$ cat config.mk
export PLATFORM = sky130hd
export DESIGN_NAME = frame_lock_seq
export DESIGN_NICKNAME = d
export VERILOG_FILES = /design/src/rtl/frame_lock_pkg.sv /design/src/rtl/fls_ctrl.sv /design/src/rtl/fls_datapath.sv /design/src/rtl/frame_lock_seq.sv
export SDC_FILE = /design/constraint.sdc
export NUM_CORES = 1
export LEC_CHECK = 0
export CAP_MARGIN = 20
export CORE_MARGIN = 1
export CORE_UTILIZATION = 50
export CTS_CLUSTER_DIAMETER = 100
export CTS_CLUSTER_SIZE = 14
export DETAILED_ROUTE_END_ITERATION = 8
export DONT_BUFFER_PORTS = 1
export GPL_TIMING_DRIVEN = 0
export PLACE_DENSITY = 0.62
export REMOVE_ABC_BUFFERS = 1
export SYNTH_ARGS = -nofsm -noshare
export SYNTH_HDL_FRONTEND = slang
export SYNTH_SLANG_ARGS = --single-unit
$ cat constraint.sdc
create_clock -name clk -period 4.05 [get_ports clk]
set_clock_uncertainty 0.05 [all_clocks]
set_input_delay 0.2025 -clock clk [delete_from_list [all_inputs] [get_ports clk]]
set_output_delay 0.2025 -clock clk [all_outputs]
set_load 0.02 [all_outputs]
$ cat src/rtl/frame_lock_pkg.sv
package frame_lock_pkg;
  localparam int ADDR_W = 3;

  localparam logic [ADDR_W-1:0] ADDR_CTRL   = 3'd0;
  localparam logic [ADDR_W-1:0] ADDR_FRAC   = 3'd1;
  localparam logic [ADDR_W-1:0] ADDR_HTOT   = 3'd2;
  localparam logic [ADDR_W-1:0] ADDR_VMIN   = 3'd3;
  localparam logic [ADDR_W-1:0] ADDR_VMAX   = 3'd4;
  localparam logic [ADDR_W-1:0] ADDR_DLY_EV = 3'd5;
  localparam logic [ADDR_W-1:0] ADDR_DLY_OD = 3'd6;

  localparam int CB_RUN  = 0;
  localparam int CB_INTL = 1;
  localparam int CB_BY2  = 2;
  localparam int CB_FIX  = 3;
  localparam int CB_CLR  = 4;

  // strobes from control to datapath
  typedef struct packed {
    logic haltZero;      // hold counters and accumulator at zero
    logic frameRestart;  // restart the frame at the next edge
  } seqStrobe_t;
endpackage

$ cat src/rtl/fls_ctrl.sv
module fls_ctrl
  import frame_lock_pkg::*;
#(
  parameter int HW = 12,
  parameter int VW = 12,
  parameter int DW = 20,
  parameter int FW = 8
) (
  input  logic              clk,
  input  logic              rstN,
  input  logic              cfgWrEn,
  input  logic [ADDR_W-1:0] cfgAddr,
  input  logic [DW-1:0]     cfgWrData,
  input  logic              vertTrig,
  input  logic [VW-1:0]     vCount,
  input  logic              lineLast,
  input  logic              forceEnd,
  output seqStrobe_t        st,
  output logic [HW-1:0]     hTotal,
  output logic [FW-1:0]     frac,
  output logic              extBy2,
  output logic [VW-1:0]     vMax,
  output logic              fieldOdd,
  output logic              vmaxSticky,
  output logic              shutdownReady
);
  logic          runBit, intlBit, fixBit;
  logic [VW-1:0] vMin;
  logic [DW-1:0] dlyEven, dlyOdd;
  logic          stickyClr;

  always_ff @(posedge clk or negedge rstN) begin
    if (!rstN) begin
      runBit  <= 1'b0;
      intlBit <= 1'b0;
      extBy2  <= 1'b0;
      fixBit  <= 1'b0;
      frac    <= '0;
      hTotal  <= '0;
      vMin    <= '0;
      vMax    <= '0;
      dlyEven <= '0;
      dlyOdd  <= '0;
    end else if (cfgWrEn) begin
      case (cfgAddr)
        ADDR_CTRL: begin
          runBit  <= cfgWrData[CB_RUN];
          intlBit <= cfgWrData[CB_INTL];
          extBy2  <= cfgWrData[CB_BY2];
          fixBit  <= cfgWrData[CB_FIX];
        end
        ADDR_FRAC:   frac    <= cfgWrData[FW-1:0];
        ADDR_HTOT:   hTotal  <= cfgWrData[HW-1:0];
        ADDR_VMIN:   vMin    <= cfgWrData[VW-1:0];
        ADDR_VMAX:   vMax    <= cfgWrData[VW-1:0];
        ADDR_DLY_EV: dlyEven <= cfgWrData;
        ADDR_DLY_OD: dlyOdd  <= cfgWrData;
        default: ;
      endcase
    end
  end

  assign stickyClr = cfgWrEn && (cfgAddr == ADDR_CTRL) && cfgWrData[CB_CLR];

  // trigger edge, countdown and run state
  logic          trigPrev, trigEdge, accept;
  logic          pending, halted;
  logic [DW-1:0] delayCnt;
  logic          doReset, restart, forcedLive;

  assign trigEdge   = vertTrig && !trigPrev;
  assign accept     = trigEdge && !halted && !pending && (vCount >= vMin);
  assign doReset    = pending && (delayCnt == '0) && (!fixBit || lineLast);
  assign restart    = !halted && (doReset || forceEnd);
  assign forcedLive = !halted && forceEnd && !doReset;

  assign st.haltZero     = halted;
  assign st.frameRestart = restart;

  always_ff @(posedge clk or negedge rstN) begin
    if (!rstN) begin
      trigPrev      <= 1'b0;
      pending       <= 1'b0;
      delayCnt      <= '0;
      halted        <= 1'b1;
      shutdownReady <= 1'b1;
      fieldOdd      <= 1'b0;
    end else begin
      trigPrev <= vertTrig;
      if (halted) begin
        pending  <= 1'b0;
        delayCnt <= '0;
        if (runBit) begin
          halted        <= 1'b0;
          shutdownReady <= 1'b0;
          fieldOdd      <= 1'b0;
        end
      end else if (restart) begin
        pending  <= 1'b0;
        fieldOdd <= intlBit ? !fieldOdd : 1'b0;
        if (!runBit) begin
          halted        <= 1'b1;
          shutdownReady <= 1'b1;
        end
      end else if (accept) begin
        pending  <= 1'b1;
        delayCnt <= (intlBit && fieldOdd) ? dlyOdd : dlyEven;
      end else if (pending && delayCnt != '0) begin
        delayCnt <= delayCnt - 1'b1;
      end
    end
  end

  always_ff @(posedge clk or negedge rstN) begin
    if (!rstN)           vmaxSticky <= 1'b0;
    else if (forcedLive) vmaxSticky <= 1'b1;
    else if (stickyClr)  vmaxSticky <= 1'b0;
  end


  sticky_set_chk: assert property (@(posedge clk) disable iff (!rstN)
    forcedLive |=> vmaxSticky);

  pending_hold_chk: assert property (@(posedge clk) disable iff (!rstN)
    (pending && delayCnt != '0 && !restart && !halted) |=>
      (pending && delayCnt == $past(delayCnt) - 1'b1));

  early_trig_chk: assert property (@(posedge clk) disable iff (!rstN)
    (trigEdge && vCount < vMin && !pending) |=> !pending);

  stop_flag_chk: assert property (@(posedge clk) disable iff (!rstN)
    (restart && !runBit) |=> (halted && shutdownReady));
endmodule

$ cat src/rtl/fls_datapath.sv
module fls_datapath
  import frame_lock_pkg::*;
#(
  parameter int HW = 12,
  parameter int VW = 12,
  parameter int FW = 8
) (
  input  logic          clk,
  input  logic          rstN,
  input  seqStrobe_t    st,
  input  logic [HW-1:0] hTotal,
  input  logic [FW-1:0] frac,
  input  logic          extBy2,
  input  logic [VW-1:0] vMax,
  output logic [HW:0]   hCount,
  output logic [VW-1:0] vCount,
  output logic          lineLast,
  output logic          forceEnd,
  output logic          lineStart,
  output logic          frameStart
);
  localparam int HCW = HW + 1;

  logic [FW-1:0]  acc;
  logic           extLine;
  logic [FW:0]    accSum;
  logic [HCW-1:0] extAmt, lineLen;
  logic [HCW:0]   hNext;
  logic [VW:0]    vNext;

  assign accSum   = {1'b0, acc} + {1'b0, frac};
  assign extAmt   = extLine ? (extBy2 ? HCW'(2) : HCW'(1)) : '0;
  assign lineLen  = {1'b0, hTotal} + extAmt;
  assign hNext    = {1'b0, hCount} + 1'b1;
  assign vNext    = {1'b0, vCount} + 1'b1;
  assign lineLast = hNext >= {1'b0, lineLen};
  assign forceEnd = lineLast && (vNext >= {1'b0, vMax});

  assign lineStart  = !st.haltZero && (hCount == '0);
  assign frameStart = lineStart && (vCount == '0);

  always_ff @(posedge clk or negedge rstN) begin
    if (!rstN) begin
      hCount  <= '0;
      vCount  <= '0;
      acc     <= '0;
      extLine <= 1'b0;
    end else if (st.haltZero) begin
      hCount  <= '0;
      vCount  <= '0;
      acc     <= '0;
      extLine <= 1'b0;
    end else if (st.frameRestart) begin
      hCount  <= '0;
      vCount  <= '0;
      acc     <= accSum[FW-1:0];
      extLine <= accSum[FW];
    end else if (lineLast) begin
      hCount  <= '0;
      vCount  <= vNext[VW-1:0];
      acc     <= accSum[FW-1:0];
      extLine <= accSum[FW];
    end else begin
      hCount  <= hNext[HCW-1:0];
    end
  end


  halt_zero_chk: assert property (@(posedge clk) disable iff (!rstN)
    st.haltZero |=> (hCount == '0 && vCount == '0));

  restart_zero_chk: assert property (@(posedge clk) disable iff (!rstN)
    st.frameRestart |=> (hCount == '0 && vCount == '0));

  h_advance_chk: assert property (@(posedge clk) disable iff (!rstN)
    (!st.haltZero && !st.frameRestart && !lineLast) |=> (hCount == $past(hCount) + 1'b1));
endmodule

$ cat src/rtl/frame_lock_seq.sv
module frame_lock_seq
  import frame_lock_pkg::*;
#(
  parameter int HW = 12,
  parameter int VW = 12,
  parameter int DW = 20,
  parameter int FW = 8
) (
  input  logic              clk,
  input  logic              rstN,
  input  logic              cfgWrEn,
  input  logic [ADDR_W-1:0] cfgAddr,
  input  logic [DW-1:0]     cfgWrData,
  input  logic              vertTrig,
  output logic [HW:0]       hCount,
  output logic [VW-1:0]     vCount,
  output logic              lineStart,
  output logic              frameStart,
  output logic              fieldOdd,
  output logic              vmaxSticky,
  output logic              shutdownReady
);
  seqStrobe_t    st;
  logic [HW-1:0] hTotal;
  logic [FW-1:0] frac;
  logic          extBy2;
  logic [VW-1:0] vMax;
  logic          lineLast, forceEnd;

  fls_ctrl #(.HW(HW), .VW(VW), .DW(DW), .FW(FW)) u_ctrl (
    .clk(clk), .rstN(rstN), .cfgWrEn(cfgWrEn), .cfgAddr(cfgAddr),
    .cfgWrData(cfgWrData), .vertTrig(vertTrig), .vCount(vCount),
    .lineLast(lineLast), .forceEnd(forceEnd), .st(st), .hTotal(hTotal),
    .frac(frac), .extBy2(extBy2), .vMax(vMax), .fieldOdd(fieldOdd),
    .vmaxSticky(vmaxSticky), .shutdownReady(shutdownReady)
  );

  fls_datapath #(.HW(HW), .VW(VW), .FW(FW)) u_dp (
    .clk(clk), .rstN(rstN), .st(st), .hTotal(hTotal), .frac(frac),
    .extBy2(extBy2), .vMax(vMax), .hCount(hCount), .vCount(vCount),
    .lineLast(lineLast), .forceEnd(forceEnd), .lineStart(lineStart),
    .frameStart(frameStart)
  );
endmodule

### Word level (Yosys, flattened, before mapping)

Index checks and enable logic that the tools add are counted.

| storage, ports and cells | value |
|---|---|
| register bits | 148 |
| input port bits | 27 |
| output and inout bits | 30 |
| word-level logic and storage cells | 116 |

| cells by class | value |
|---|---|
| add/subtract/negate cells | 5 |
| order comparisons | 3 |
| equality and inequality tests | 9 |
| mux-type cells | 34 |
| reductions and logical operators | 44 |

Operators with widths:

| cell | count |
|---|---|
| two-way mux 20 bit | 5 |
| two-way mux 13 bit | 4 |
| two-way mux 12 bit | 3 |
| two-way mux 8 bit | 3 |
| zero test 20 bit | 1 |
| nonzero test 20 bit | 1 |
| subtractor 20 x 1 -> 20 bit (second input constant) | 1 |
| two-way mux 1 bit | 18 |
| AND reduction 2 bit | 9 |
| logical AND 1 bit | 16 |
| adder 13 x 1 -> 14 bit (second input constant) | 1 |
| >= comparator 14 x 13 -> 1 bit | 1 |
| adder 12 x 1 -> 13 bit (second input constant) | 1 |
| adder 12 x 13 -> 13 bit | 1 |
| >= comparator 13 x 12 -> 1 bit | 1 |
| zero test 13 bit | 1 |
| >= comparator 12 bit | 1 |
| zero test 12 bit | 1 |
| adder 8 x 8 -> 9 bit | 1 |
| equality test 3 bit (second input constant) | 3 |
| nonzero test 3 bit | 3 |
| equality test 3 x 2 -> 1 bit (second input constant) | 2 |
| zero test 1 bit | 6 |
| != test 2 x 1 -> 1 bit (second input constant) | 2 |
| other kinds (7) | 9 |

### Depth between registers and ports, before layout

| logic depth | value |
|---|---|
| depth in word-level cells | 10 |
| mapped depth | 17 |
| gate-level depth less buffers | 16 |

### Cells and area by module

From an unflattened synthesis, not the netlist that was laid out.

| second synthesis, totals | value |
|---|---|
| cell total of the unflattened synthesis | 797 |
| area total of the unflattened synthesis | 8,654.6 um^2 |

Modules (own cells, without submodules):

| module | times used | cells each | area each (um^2) | seq. area each (um^2) |
|---|---|---|---|---|
| fls_ctrl | 1 | 459 | 5,581.6 | 2,855.2 |
| fls_datapath | 1 | 338 | 3,072.9 | 850.8 |

### Least setup slack after synthesis

OpenSTA, ideal clock, no wires.

| timing path | value |
|---|---|
| path kind | reg2reg |
| from | register u_ctrl.extBy2 |
| to | register u_ctrl.delayCnt[5] |
| arrival | 3.584 ns |
| required time | 3.896 ns |
| slack | 0.313 ns |
| cell stages (with the launch flop) | 17 |
| path buffers | 1 |
| clock period less this slack | 3.737 ns |
| path through | dfrtp_1 nor2b_1 ha_1 inv_1 fa_1 nor3b_1 nand4_1 xor2_1 ha_1 a21oi_1 a21oi_1 a211oi_1 o21ai_1 a21oi_1 clkbuf_1 o21ai_0 a221oi_1 |

| on the way | value |
|---|---|
| cells in the longest elaborated chain, start to end | 10 |
| elaborated cells between the ends (all ways) | 11 |
| classes of those cells | add/sub (1); order compare (1); eq/ne (1); mux (2); reduce/logical (6) |

RTL lines:

| item | RTL line | text |
|---|---|---|
| start: declaration | fls_ctrl.sv:21 | `output logic extBy2,` |
| start signal: assignment | fls_ctrl.sv:49 | `extBy2 <= cfgWrData[CB_BY2];` |
| two-way mux 2 bit * | fls_datapath.sv:32 | `assign extAmt = extLine ? (extBy2 ? HCW'(2) : HCW'(1)) : '0;` |
| two-way mux 13 bit * | fls_datapath.sv:32 |  |
| adder 12 x 13 -> 13 bit * | fls_datapath.sv:33 | `assign lineLen = {1'b0, hTotal} + extAmt;` |
| >= comparator 14 x 13 -> 1 bit * | fls_datapath.sv:36 | `assign lineLast = hNext >= {1'b0, lineLen};` |
| logical OR 1 bit | fls_ctrl.sv:73 | `assign doReset = pending && (delayCnt == '0) && (!fixBit \|\| lineLast);` |
| logical AND 1 bit | fls_ctrl.sv:73 |  |
| logical OR 1 bit * | fls_ctrl.sv:74 | `assign restart = !halted && (doReset \|\| forceEnd);` |
| logical AND 1 bit * | fls_ctrl.sv:74 |  |
| != test 2 x 1 -> 1 bit (no source line) * | - |  |
| AND reduction 2 bit (no source line) * | - |  |
| end signal: assignment | fls_ctrl.sv:107 | `delayCnt <= (intlBit && fieldOdd) ? dlyOdd : dlyEven;` |
| end signal: assignment | fls_ctrl.sv:109 | `delayCnt <= delayCnt - 1'b1;` |
| end: declaration | fls_ctrl.sv:68 | `logic [DW-1:0] delayCnt;` |

Every way passes the cells marked *; elsewhere a longest branch is shown, timed or not.
A chain may end at the register's enable or synchronous reset.

### Final worst setup path

| timing path | value |
|---|---|
| from | register u_ctrl.extBy2 |
| to | register u_ctrl.delayCnt[15] |

Same word-level chain as after synthesis.

==> flow_summary.ini <==
[status]
status = completed

[clocking]
htreeDepth = 4
ctsRootBufferMaster = clkbuf_16
clock_latency_ns = 0.42
clock_path_buffers = 2
clk_pin_slew_ns = 0.06
tritoncts = built
clock_sinks = 148
cts_buffers = 17

[floorplanning]
die_w_um = 131
ios = 57
die_height_um = 131
start_util_pct = 51.8
die_area_um2 = 17100
rows = 46
fp.coreArea_um2 = 16100

[timing]
period_minus_slack_ns = 3.82
post-route-period-util_pct = 94.4
rsz0062_at_grt = false
hold_viol = 0
final_max_slew_viol_count = 0
finalSetupTns_ns = 0
maxSlewHeadroom_pct = 28.0
fmax_ghz = 0.262
worst_slack_ns = 0.226
tightestPinTransition_ns = 1.08
hold_ws_ns = 0.0233
setup_viol = 0

[detailed_routing]
dr.pass1.iters = 5
vias = 6227
via_per_inst = 5.91
antenna_left = 0
wire_per_inst_um = 18.5
totalWireLength_mm = 19.5
drcViolationCount = 0
drt-initial-drc-count = 378

[yosys]
ys_ff_latch = 148
synth_top_area_share_pct = 44.0
synth.cell_area_um2 = 8310
syn_inst = 798
netlist_top_cells_count = 146 x dfrtp_1, 77 x mux2_2, 68 x nand2_1
yosysMostFrequentCell = dfrtp_1
synth_area_per_cell_um2 = 10.4
ys_seq_area_share_pct = 44.6
ys.warnings.count = 0
yosys_most_used_dff = dfrtp_1
ys_top_cells_by_area = dfrtp_1 44%, mux2_2 10%, ha_1 7.8%
synth.distinct_cells = 59
synth_area_leader_cell = dfrtp_1
async_reset_ff_share_pct = 100
synth_edf_count = 0

[worst_setup_path]
worstPathRequired_ns = 4.31
worstPathArrival_ns = 4.08
start_kind = register
critPathMaxFanout = 13
worstSetupEndpointType = register
crit_type = register to register

[global_routing]
grt_overflow = 0
antenna_found_initial = 2
grt_max_degree = 149
grt_pass1_vias = 6281
grt_util_all_layers_pct = 24.2
grt_pass1_wl_mm = 31.6

[pwr]
power_frac_clock_pct = 32.8
p_leak_nw = 4.30
p_sw_mw = 1.59
power_frac_seq_pct = 42.8
power_frac_comb_pct = 24.4
power_density_nw_per_um2 = 525
ir_worst_vdd_mv = 0.345
power.internal_mw = 3.45
swShare_pct = 31.6

[flow_run]
cap_violations = 0

[place]
portBuffers = 0
dp_slack_ns = -0.425
hpwl_mm = 13.4
gp_congestion = 0.825
place_area_um2 = 8560

[cells_and_area]
drive_gt1_share_pct = 18.6
syn2layout_area_growth_pct = 15.7
final_cell_area_um2 = 9610
fin_nets = 902

[worst_hold_path]
hold_path_class = input port to register
[layout make-up]
class,instances,area [um2]
clock buffer,21,480
tap,216,270
antenna,3,7.51
sequential,148,3710
clock inverter,11,149
multi-input combinational,568,4390
timing repair buffer,40,438
inverter,46,173
fill,1285,6440
[sequential cells by signal, summed over array words and instances (netlist names), 8 cells and up]
signal,count
u_ctrl.frac,8
u_ctrl.hTotal,12
u_dp.hCount,13
u_dp.acc,8
u_ctrl.vMin,12
u_ctrl.delayCnt,20
u_ctrl.vMax,12
u_ctrl.dlyEven,20
u_dp.vCount,12
u_ctrl.dlyOdd,20
[power groups by stage]
stage	Sequential, mW	Combinational (mW)	Clock [mW]
after floorplan	2.09	0.922	0
after global placement	2.15	1.07	0
after detailed placement	2.17	1.14	0
after CTS	2.15	1.22	1.68
after global routing	2.20	1.40	1.74
final	2.16	1.23	1.66
[kinds of logic after synthesis]
| group | synth area share (%) |
|---|---|
| AOI/OAI and AO/OA | 12.3 |
| xor gates and xnor gates | 3.90 |
| adders and majority gates | 8.31 |
| buffers and inverters | 3.82 |
| DFF | 44.6 |
| muxes | 12.6 |
| and+or+nand+nor | 14.5 |
[final timing paths]
kind	start	endpoint	slack (ns)	cells after the start
min in group asynchronous	rstN	u_dp.vCount[7]$_DFFE_PN0P_	0.40	2
worst min-delay path	cfgAddr[0]	u_ctrl.vMax[4]$_DFFE_PN0P_	0.02	3
max in group asynchronous	rstN	u_dp.acc[5]$_DFFE_PN0P_	2.99	2
worst min register to register	u_ctrl.runBit$_DFFE_PN0P_	u_ctrl.halted$_DFF_PN1_	0.38	1
worst max register to register	u_ctrl.extBy2$_DFFE_PN0P_	u_ctrl.delayCnt[15]$_DFFE_PN0P_	0.23	16
worst max-delay path	u_ctrl.extBy2$_DFFE_PN0P_	u_ctrl.delayCnt[15]$_DFFE_PN0P_	0.23	16
[metrics by stage]
stage / instances / total power [mW] / utilization, %
6_report: 1053 / 5.05 / 59.9
5_1_grt: 1051 / 5.34 / 59.8
4_1_cts: 1047 / 5.05 / 59.2
3_5_place_dp: 988 / 3.31 / 53.3
3_3_place_gp: 978 / 3.22 / 52.5
2_1_floorplan: 762 / 3.01 / -
[critical path, stage by stage, from the launching register on]
cell and delay, ns:
dfrtp_1 0.40, nor2b_1 0.13, ha_1 0.19, inv_1 0.06
fa_2 0.37, nor3b_2 0.29, nand4_1 0.16, xor2_1 0.18
ha_1 0.32, nand4_1 0.14, a211oi_1 0.21, nor2_1 0.12
o21a_2 0.29, nor3_4 0.37, a21oi_4 0.06, buf_12 0.16
a22o_1 0.21
[layer usage]
| layer | wire length [um] | GRT usage, % | vias to the layer above |
|---|---|---|---|
| met5 | 0 | 0 | - |
| met4 | 289 | 8.45 | 0 |
| met3 | 780 | 4.48 | 26 |
| met2 | 9590 | 40.5 | 147 |
| met1 | 8860 | 31.4 | 3107 |
| li1 | - | - | 2947 |
[layout by cell type, fill, tap and decap left out, types with 11 or more instances in the layout]
cell,count
dfrtp_1,142
o21ai_0,29
nand4_1,13
nor4_1,18
o22ai_1,16
clkbuf_16,17
mux2i_1,18
nand3_1,18
o21ai_1,11
and2_1,14
ha_1,52
mux2_2,77
xor2_1,18
nor2_1,33
nor3_1,14
xnor2_1,19
nand2_1,68
inv_1,46
a21oi_1,22
dlygate4sd3_1,26
a22o_1,12
[repair_timing]
item,4_1_cts,5_1_grt
resized for setup,5,17
endpoints found under the hold margin,238,0
buffers inserted,0,2
pin swaps,0,3
hold buffers,27,0
setup endpoints to repair,50,57
No activity file was read; power rests on OpenSTA's default activity.
